--- config.mk ---
export PLATFORM = sky130hd
export DESIGN_NAME = dispkey_top
export DESIGN_NICKNAME = d
export VERILOG_FILES = /design/src/rtl/dispkey_pkg.sv /design/src/rtl/dispkey_ctrl.sv /design/src/rtl/dispkey_dpath.sv /design/src/rtl/dispkey_top.sv
export SDC_FILE = /design/constraint.sdc
export NUM_CORES = 1
export LEC_CHECK = 0
export ABC_AREA = 1
export ABC_CLOCK_PERIOD_IN_PS = 1170
export BUFFER_PORTS_ARGS = -buffer_cell sky130_fd_sc_hd__buf_2
export CORE_MARGIN = 10
export CORE_UTILIZATION = 42
export CTS_CLUSTER_SIZE = 25
export DETAILED_ROUTE_END_ITERATION = 8
export GPL_TIMING_DRIVEN = 0
export HOLD_SLACK_MARGIN = 0.1
export PLACE_DENSITY = 0.79
export SLEW_MARGIN = 10
export SYNTH_ARGS = -nofsm -noshare
export SYNTH_HDL_FRONTEND = slang
export SYNTH_SLANG_ARGS = --single-unit
export TNS_END_PERCENT = 30
--- constraint.sdc ---
create_clock -name clk -period 1.17 [get_ports clk]
set_clock_uncertainty 0.1 [all_clocks]
set_input_delay 0.117 -clock clk [delete_from_list [all_inputs] [get_ports clk]]
set_output_delay 0.117 -clock clk [all_outputs]
set_load 0.05 [all_outputs]
--- src/rtl/dispkey_pkg.sv ---
package dispkey_pkg;

  // Strobes from control to datapath for one bus sample
  typedef struct packed {
    logic dispOpen;  // display latches transparent
    logic segLoad;   // segment latch takes the data bus
    logic keyDrive;  // key rows go onto the data bus
  } busStrobes_t;

endpackage

--- src/rtl/dispkey_ctrl.sv ---
module dispkey_ctrl
  import dispkey_pkg::*;
(
  input  logic        clk,
  input  logic        rstN,
  input  logic        phi2,
  input  logic        rnw,
  input  logic        dispSelN,
  input  logic        keySelN,
  output busStrobes_t strobes
);

  // Qualified latch enable, active low: high unless select active and phi2 high
  logic latchEnN;
  logic dispSel;
  logic keySel;

  assign dispSel  = ~dispSelN;
  assign keySel   = ~keySelN;
  assign latchEnN = ~(dispSel & phi2);

  always_comb begin
    strobes          = '0;
    strobes.dispOpen = ~latchEnN;
    strobes.segLoad  = ~latchEnN & ~rnw;
    strobes.keyDrive = keySel & phi2 & rnw;
  end

  // Segment loading is a subset of the display window
  assert_seg_in_window_R6: assert property (@(posedge clk) disable iff (!rstN)
    strobes.segLoad |-> strobes.dispOpen);

  // Key drive and display window come from different selects; phi2 low shuts both
  assert_phi2_low_quiet_R2: assert property (@(posedge clk) disable iff (!rstN)
    !phi2 |-> !(strobes.dispOpen || strobes.keyDrive));

endmodule

--- src/rtl/dispkey_dpath.sv ---
module dispkey_dpath
  import dispkey_pkg::*;
#(
  parameter int ADDR_W = 3,
  parameter int DATA_W = 8,
  parameter int KEY_W  = 8,
  localparam int NUM_DIGITS = 1 << ADDR_W
) (
  input  logic                  clk,
  input  logic                  rstN,
  input  busStrobes_t           strobes,
  input  logic [ADDR_W-1:0]     addrLo,
  input  logic [DATA_W-1:0]     dataIn,
  input  logic [KEY_W-1:0]      keyRowIn,
  output logic [NUM_DIGITS-1:0] digitN,
  output logic [DATA_W-1:0]     segOut,
  output logic [KEY_W-1:0]      keyData,
  output logic                  keyOe
);

  logic [ADDR_W-1:0] heldAddr;
  logic              heldValid;
  logic [DATA_W-1:0] heldSeg;
  logic              started;

  always_ff @(posedge clk) begin
    if (!rstN) begin
      heldAddr  <= '0;
      heldValid <= 1'b0;
      heldSeg   <= '0;
      started   <= 1'b0;
    end else begin
      started <= 1'b1;
      if (strobes.dispOpen) begin
        heldAddr  <= addrLo;
        heldValid <= 1'b1;
      end
      if (strobes.segLoad) begin
        heldSeg <= dataIn;
      end
    end
  end

  // Transparent path while open, held value otherwise
  logic [ADDR_W-1:0] liveAddr;
  logic              liveValid;

  assign liveAddr  = strobes.dispOpen ? addrLo : heldAddr;
  assign liveValid = strobes.dispOpen | heldValid;

  for (genvar k = 0; k < NUM_DIGITS; k++) begin : g_digit
    assign digitN[k] = ~(liveValid && (liveAddr == ADDR_W'(k)));
  end

  assign segOut  = strobes.segLoad ? dataIn : heldSeg;
  assign keyOe   = strobes.keyDrive;
  assign keyData = strobes.keyDrive ? keyRowIn : '0;

  assert_one_digit_R10: assert property (@(posedge clk) disable iff (!rstN)
    $countones(~digitN) <= 1);

  assert_digit_hold_R4: assert property (@(posedge clk) disable iff (!rstN)
    (started && !strobes.dispOpen && $past(!strobes.dispOpen)) |-> $stable(digitN));

  assert_seg_hold_R6: assert property (@(posedge clk) disable iff (!rstN)
    (started && !strobes.segLoad && $past(!strobes.segLoad)) |-> $stable(segOut));

  assert_unlatched_dark_R1: assert property (@(posedge clk) disable iff (!rstN)
    (!heldValid && !strobes.dispOpen) |-> (digitN == '1));

  assert_key_quiet_R8: assert property (@(posedge clk) disable iff (!rstN)
    !keyOe |-> (keyData == '0));

endmodule

--- src/rtl/dispkey_top.sv ---
module dispkey_top
  import dispkey_pkg::*;
#(
  parameter int ADDR_W = 3,
  parameter int DATA_W = 8,
  parameter int KEY_W  = 8,
  localparam int NUM_DIGITS = 1 << ADDR_W
) (
  input  logic                  clk,
  input  logic                  rstN,
  input  logic                  phi2,
  input  logic                  rnw,
  input  logic                  dispSelN,
  input  logic                  keySelN,
  input  logic [ADDR_W-1:0]     addrLo,
  input  logic [DATA_W-1:0]     dataIn,
  input  logic [KEY_W-1:0]      keyRowIn,
  output logic [NUM_DIGITS-1:0] digitN,
  output logic [DATA_W-1:0]     segOut,
  output logic [KEY_W-1:0]      keyData,
  output logic                  keyOe
);

  busStrobes_t strobes;

  dispkey_ctrl u_ctrl (
    .clk      (clk),
    .rstN     (rstN),
    .phi2     (phi2),
    .rnw      (rnw),
    .dispSelN (dispSelN),
    .keySelN  (keySelN),
    .strobes  (strobes)
  );

  dispkey_dpath #(
    .ADDR_W (ADDR_W),
    .DATA_W (DATA_W),
    .KEY_W  (KEY_W)
  ) u_dpath (
    .clk      (clk),
    .rstN     (rstN),
    .strobes  (strobes),
    .addrLo   (addrLo),
    .dataIn   (dataIn),
    .keyRowIn (keyRowIn),
    .digitN   (digitN),
    .segOut   (segOut),
    .keyData  (keyData),
    .keyOe    (keyOe)
  );

  // Display select never drives the bus
  assert_disp_no_drive_R9: assert property (@(posedge clk) disable iff (!rstN)
    (keySelN && phi2) |-> !keyOe);

endmodule

==> report_table.html <==
<table>
<tr><th>Metric</th><th>Value</th></tr>
<tr><th colspan="2">Run status</th></tr>
<tr><td>Status</td><td>complete, but fails checks</td></tr>
<tr><td>Failing checks</td><td>negative setup slack</td></tr>
<tr><th colspan="2">Setup path</th></tr>
<tr><td>Maximum fanout encountered on the critical timing path</td><td>4</td></tr>
<tr><td>Worst setup path category</td><td>flop to primary output</td></tr>
<tr><td>Type of element launching the critical path</td><td>flop</td></tr>
<tr><td>Crit-path max cell delay</td><td>between 0.3 and 0.4 ns</td></tr>
<tr><td>Required time reported for the critical path endpoint</td><td>between 0.9 and 1 ns</td></tr>
<tr><td>Slowest stage cell, crit path</td><td>dfxtp_2</td></tr>
<tr><td>Depth of the worst register-to-register path</td><td>5</td></tr>
<tr><td>Critical path capture point type</td><td>primary output</td></tr>
<tr><td>Worst Path Arrival</td><td>around 1.2 ns</td></tr>
<tr><td>End of the worst register-to-register path</td><td>u_dpath.heldAddr[1]</td></tr>
<tr><td>Crit-path cells</td><td>inv_2 -&gt; nand2_2 -&gt; nand2_2 -&gt; nor2_4 -&gt; nand2_1 -&gt; buf_6</td></tr>
<tr><td>Reg2reg setup slack</td><td>about 0.27 ns</td></tr>
<tr><td>Worst reg2reg path startpoint</td><td>u_dpath.heldAddr[1]</td></tr>
<tr><td>Critical Path Most Common Cell</td><td>nand2_2</td></tr>
<tr><th colspan="2">Synth</th></tr>
<tr><td>Primary FF master, synth</td><td>dfxtp_1</td></tr>
<tr><td>Largest family of logic cells by synthesized area</td><td>simple AND/OR/NAND/NOR gates</td></tr>
<tr><td>Synthesized area divided by synthesized cell count</td><td>roughly 6.2 um^2</td></tr>
<tr><td>Most instantiated cells after synthesis</td><td>34 x nand2_1, 31 x inv_1, 25 x nor2_1</td></tr>
<tr><td>Combined area of all synthesized cells</td><td>just over 800 um^2</td></tr>
<tr><td>Post-Synth Adder-Cell Area</td><td>0%</td></tr>
<tr><td>Post-synth cell types</td><td>17</td></tr>
<tr><td>Fraction of synthesis flops using an asynchronous set or reset pin</td><td>0%</td></tr>
<tr><td>Library cell with the highest instance count after synthesis</td><td>nand2_1</td></tr>
<tr><td>#FFs+latches synth</td><td>12</td></tr>
<tr><td>Top cells by area in the synthesized netlist</td><td>dfxtp_1 30%, nand2_1 16%, inv_1 14%</td></tr>
<tr><td>Fraction of synthesized area in multiplexers</td><td>0%</td></tr>
<tr><td>Cell taking the most area after synthesis</td><td>dfxtp_1</td></tr>
<tr><td>YS warnings</td><td>0</td></tr>
<tr><td>Post-Synthesis Net Count</td><td>approximately 160</td></tr>
<tr><td>Number of cells produced by synthesis</td><td>between 100 and 150</td></tr>
<tr><td>Simple-gate share of the synthesized area</td><td>about 52%</td></tr>
<tr><td>EDFF count, synth</td><td>0</td></tr>
<tr><td>Fraction of the mapped netlist area in compound gates</td><td>0%</td></tr>
<tr><td>Share of synthesized area occupied by flip-flops and latches</td><td>29.8%</td></tr>
<tr><td>Parity-gate share of the synthesized area counting xor and xnor cells</td><td>0%</td></tr>
<tr><td>Yosys top cell area share</td><td>approximately 30%</td></tr>
<tr><th colspan="2">Pwr</th></tr>
<tr><td>Logic gate share of total power</td><td>43.4%</td></tr>
<tr><td>Power share of the clock group</td><td>24.3%</td></tr>
<tr><td>Max IR drop VDD</td><td>between 1 and 1.5 mV</td></tr>
<tr><td>Internal power summed over all cells</td><td>0.000838 W</td></tr>
<tr><td>Sequential share of power</td><td>32.3%</td></tr>
<tr><td>P_leak</td><td>0.765 nW</td></tr>
<tr><td>Proportion of total power due to net switching</td><td>about two fifths</td></tr>
<tr><td>Total net switching power</td><td>between 0.0005 and 0.0006 W</td></tr>
<tr><td>P per Cell Area</td><td>about 960 nW/um^2</td></tr>
<tr><th colspan="2">Global route</th></tr>
<tr><td>Maximum number of pins on one net before global-route repair</td><td>12</td></tr>
<tr><td>Antenna violations before repair</td><td>0</td></tr>
<tr><td>Via count of the first global-routing pass</td><td>between 900 and 1000</td></tr>
<tr><td>Global-route wire length before repair</td><td>roughly 4300 um</td></tr>
<tr><td>Aggregate global-route resource usage</td><td>12.5%</td></tr>
<tr><td>Global-route congestion overflow total</td><td>0</td></tr>
<tr><th colspan="2">Routing</th></tr>
<tr><td>Number of detailed-routing iterations run before antenna repair</td><td>5</td></tr>
<tr><td>Routed length on met2</td><td>1530 um</td></tr>
<tr><td>Total Wirelength</td><td>approximately 2900 um</td></tr>
<tr><td>Total via count in the routed design</td><td>approximately 950</td></tr>
<tr><td>Highest routing layer actually used</td><td>met4</td></tr>
<tr><td>DRC violations left</td><td>0</td></tr>
<tr><td>Met3 routed WL</td><td>between 150 and 200 um</td></tr>
<tr><td>Per-cell via count in the routed design</td><td>4.50</td></tr>
<tr><td>First DRT Iteration DRCs</td><td>49</td></tr>
<tr><td>Length of routed wiring on met1</td><td>about 1100 um</td></tr>
<tr><td>Routed len/inst</td><td>approximately 14 um</td></tr>
<tr><td>Number of nets still failing antenna checks after routing</td><td>0</td></tr>
<tr><th colspan="2">Final layout</th></tr>
<tr><td>Final design utilization</td><td>80.9%</td></tr>
<tr><td>Area delta synth-&gt;final</td><td>77.0%</td></tr>
<tr><td>Number of diodes</td><td>0</td></tr>
<tr><td>Final design area excluding fillers</td><td>around 1400 um^2</td></tr>
<tr><td>Final-layout fill cell count</td><td>approximately 140</td></tr>
<tr><td>Final-stage net count</td><td>approximately 210</td></tr>
<tr><td>Share of final-layout standard cells stronger than drive strength 1</td><td>about three fifths</td></tr>
<tr><th colspan="2">Floorplan</th></tr>
<tr><td>Vertical extent of the die</td><td>about 64 um</td></tr>
<tr><td>Placeable core region</td><td>around 1800 um^2</td></tr>
<tr><td>Floorplan die width</td><td>roughly 64 um</td></tr>
<tr><td>Total number of placement rows</td><td>15</td></tr>
<tr><td>Ports placed on the boundary</td><td>50</td></tr>
<tr><td>Die outline area</td><td>~4100 um^2</td></tr>
<tr><td>Initial core utilization</td><td>between 40% and 50%</td></tr>
<tr><th colspan="2">Placed design</th></tr>
<tr><td>Post-place instance area</td><td>around 1100 um^2</td></tr>
<tr><td>Number of port buffers</td><td>48</td></tr>
<tr><td>GP Congestion</td><td>0.779</td></tr>
<tr><td>Estimated wirelength of the detail-placed design</td><td>between 1500 and 2000 um</td></tr>
<tr><th colspan="2">Clocking</th></tr>
<tr><td>Clock Latency Late Sink</td><td>0.27 ns</td></tr>
<tr><td>Buffer cell driving the clock tree root</td><td>clkbuf_4</td></tr>
<tr><td>Clock transition at the registers of the reported paths</td><td>about 0.080 ns</td></tr>
<tr><td>CTS tree</td><td>built</td></tr>
<tr><td>Clock sinks</td><td>12</td></tr>
<tr><td>CTS HTree Levels</td><td>1</td></tr>
<tr><td>Longest Clk Path Bufs</td><td>2</td></tr>
<tr><td>CTS Buf Count</td><td>3</td></tr>
<tr><th colspan="2">STA</th></tr>
<tr><td>Unrepaired setup endpoints after global routing</td><td>yes</td></tr>
<tr><td>Pin slew with the least headroom to its limit</td><td>0.451 ns</td></tr>
<tr><td>Final slew viol count</td><td>0</td></tr>
<tr><td>Setup slack of the critical path after layout</td><td>-0.219 ns</td></tr>
<tr><td>Final setup TNS</td><td>-1.66 ns</td></tr>
<tr><td>Final period utilization</td><td>119%</td></tr>
<tr><td>Shortest period the worst path allows</td><td>between 1 and 1.5 ns</td></tr>
<tr><td>Number of hold-slack violations in the final timing report</td><td>0</td></tr>
<tr><td>Number of endpoints failing setup at the final stage</td><td>11</td></tr>
<tr><td>Max-slew headroom at the worst pin</td><td>a little over two thirds</td></tr>
<tr><td>Maximum clock frequency</td><td>just over 700 MHz</td></tr>
<tr><th colspan="2">Hold path</th></tr>
<tr><td>Depth of the worst hold-timing path</td><td>4</td></tr>
<tr><td>Endpoint with the worst hold slack</td><td>u_dpath.heldSeg[2]</td></tr>
<tr><td>Startpoint of the worst hold path</td><td>dataIn[2]</td></tr>
<tr><td>Worst hold-check path type</td><td>primary input to flop</td></tr>
<tr><th colspan="2">Job</th></tr>
<tr><td>Count of max-cap constraint violations</td><td>0</td></tr>
</table>
layout by cell type (no fill, tap or decap), drive strengths merged:
master        n
nand3         6
clkinv        1
inv          33
nand3b        9
nor2         29
nand2        39
buf          50
dfxtp        12
dlygate4sd3   1
clkbuf        5
metal layers:
layer | vias to the layer above | global-route usage, %
met1 | 424 | 12.6
met2 | 35 | 23.1
met5 | - | 0
li1 | 483 | -
met4 | 0 | 4.92
met3 | 4 | 3.83
layout make-up:
type                            instances  area (um^2)  share of cell area (%)
Buffer                                  2         15.0                    1.05
Sequential cell                        12          245                    17.2
Tap cell                               25         31.3                    2.19
Inverter                               34          135                    9.47
Clock buffer                            4         36.3                    2.54
Multi-Input combinational cell         83          537                    37.6
Timing Repair Buffer                   50          427                    29.9
state kept, by name, summed over array words and instances, names as in the netlist:
signal	cells
u_dpath.heldValid	1
u_dpath.heldSeg	8
u_dpath.heldAddr	3
stage by stage:
stage / power [W] / hold slack, ns / worst slack [ns] / std cells
after floorplan: 0.000779 / 0.167 / -0.136 / 130
after global placement: 0.000884 / 0.256 / -0.260 / 203
after detailed placement: 0.000893 / 0.261 / -0.300 / 203
after CTS: 0.00129 / 0.0705 / -0.204 / 210
after global routing: 0.00144 / 0.108 / -0.279 / 210
final: 0.00137 / 0.0855 / -0.219 / 210
worst max-delay path: cells and delay by family, from the launching register on:
kind / cells / cell delay, ns
buffers and inverters: 2 / 0.19
DFF: 1 / 0.34
and+or+nand+nor: 4 / 0.36
how the worst max path moves through the flow:
| stage | slack (ns) | to | from | depth (start not counted) |
|---|---|---|---|---|
| floorplan | -0.14 | keyData[0] | rnw | 4 |
| global placement | -0.26 | keyData[7] | rnw | 6 |
| detailed placement | -0.30 | keyData[4] | rnw | 6 |
| CTS | -0.20 | digitN[2] | u_dpath.heldAddr[1] | 6 |
| global route | -0.28 | digitN[5] | u_dpath.heldAddr[2] | 6 |
| finish | -0.22 | digitN[4] | u_dpath.heldAddr[2] | 6 |
logic make-up (layout without fill, tap and decap cells):
logic type / count (synthesis) / in the layout
simple gates: 82 / 83
buf+inv: 36 / 90
flops: 12 / 12
what timing repair did:
| item | in CTS | in global routing |
|---|---|---|
| setup endpoints to repair | 25 | 21 |
| pin swaps | 15 | 9 |
| resized for setup | 49 | 52 |
| buffers inserted | 1 | 0 |
| cloned | 1 | 0 |
| hold buffers | 1 | 0 |
| hold endpoints to repair | 8 | 0 |
power by group through the flow:
stage	clock network, W	registers, W	logic (W)
6_report	0.000333	0.000444	0.000597
5_1_grt	0.000358	0.000446	0.000635
4_1_cts	0.000336	0.000441	0.000515
3_5_place_dp	0	0.000450	0.000443
3_3_place_gp	0	0.000449	0.000435
2_1_floorplan	0	0.000448	0.000331
No activity file was read; power rests on OpenSTA's default activity.
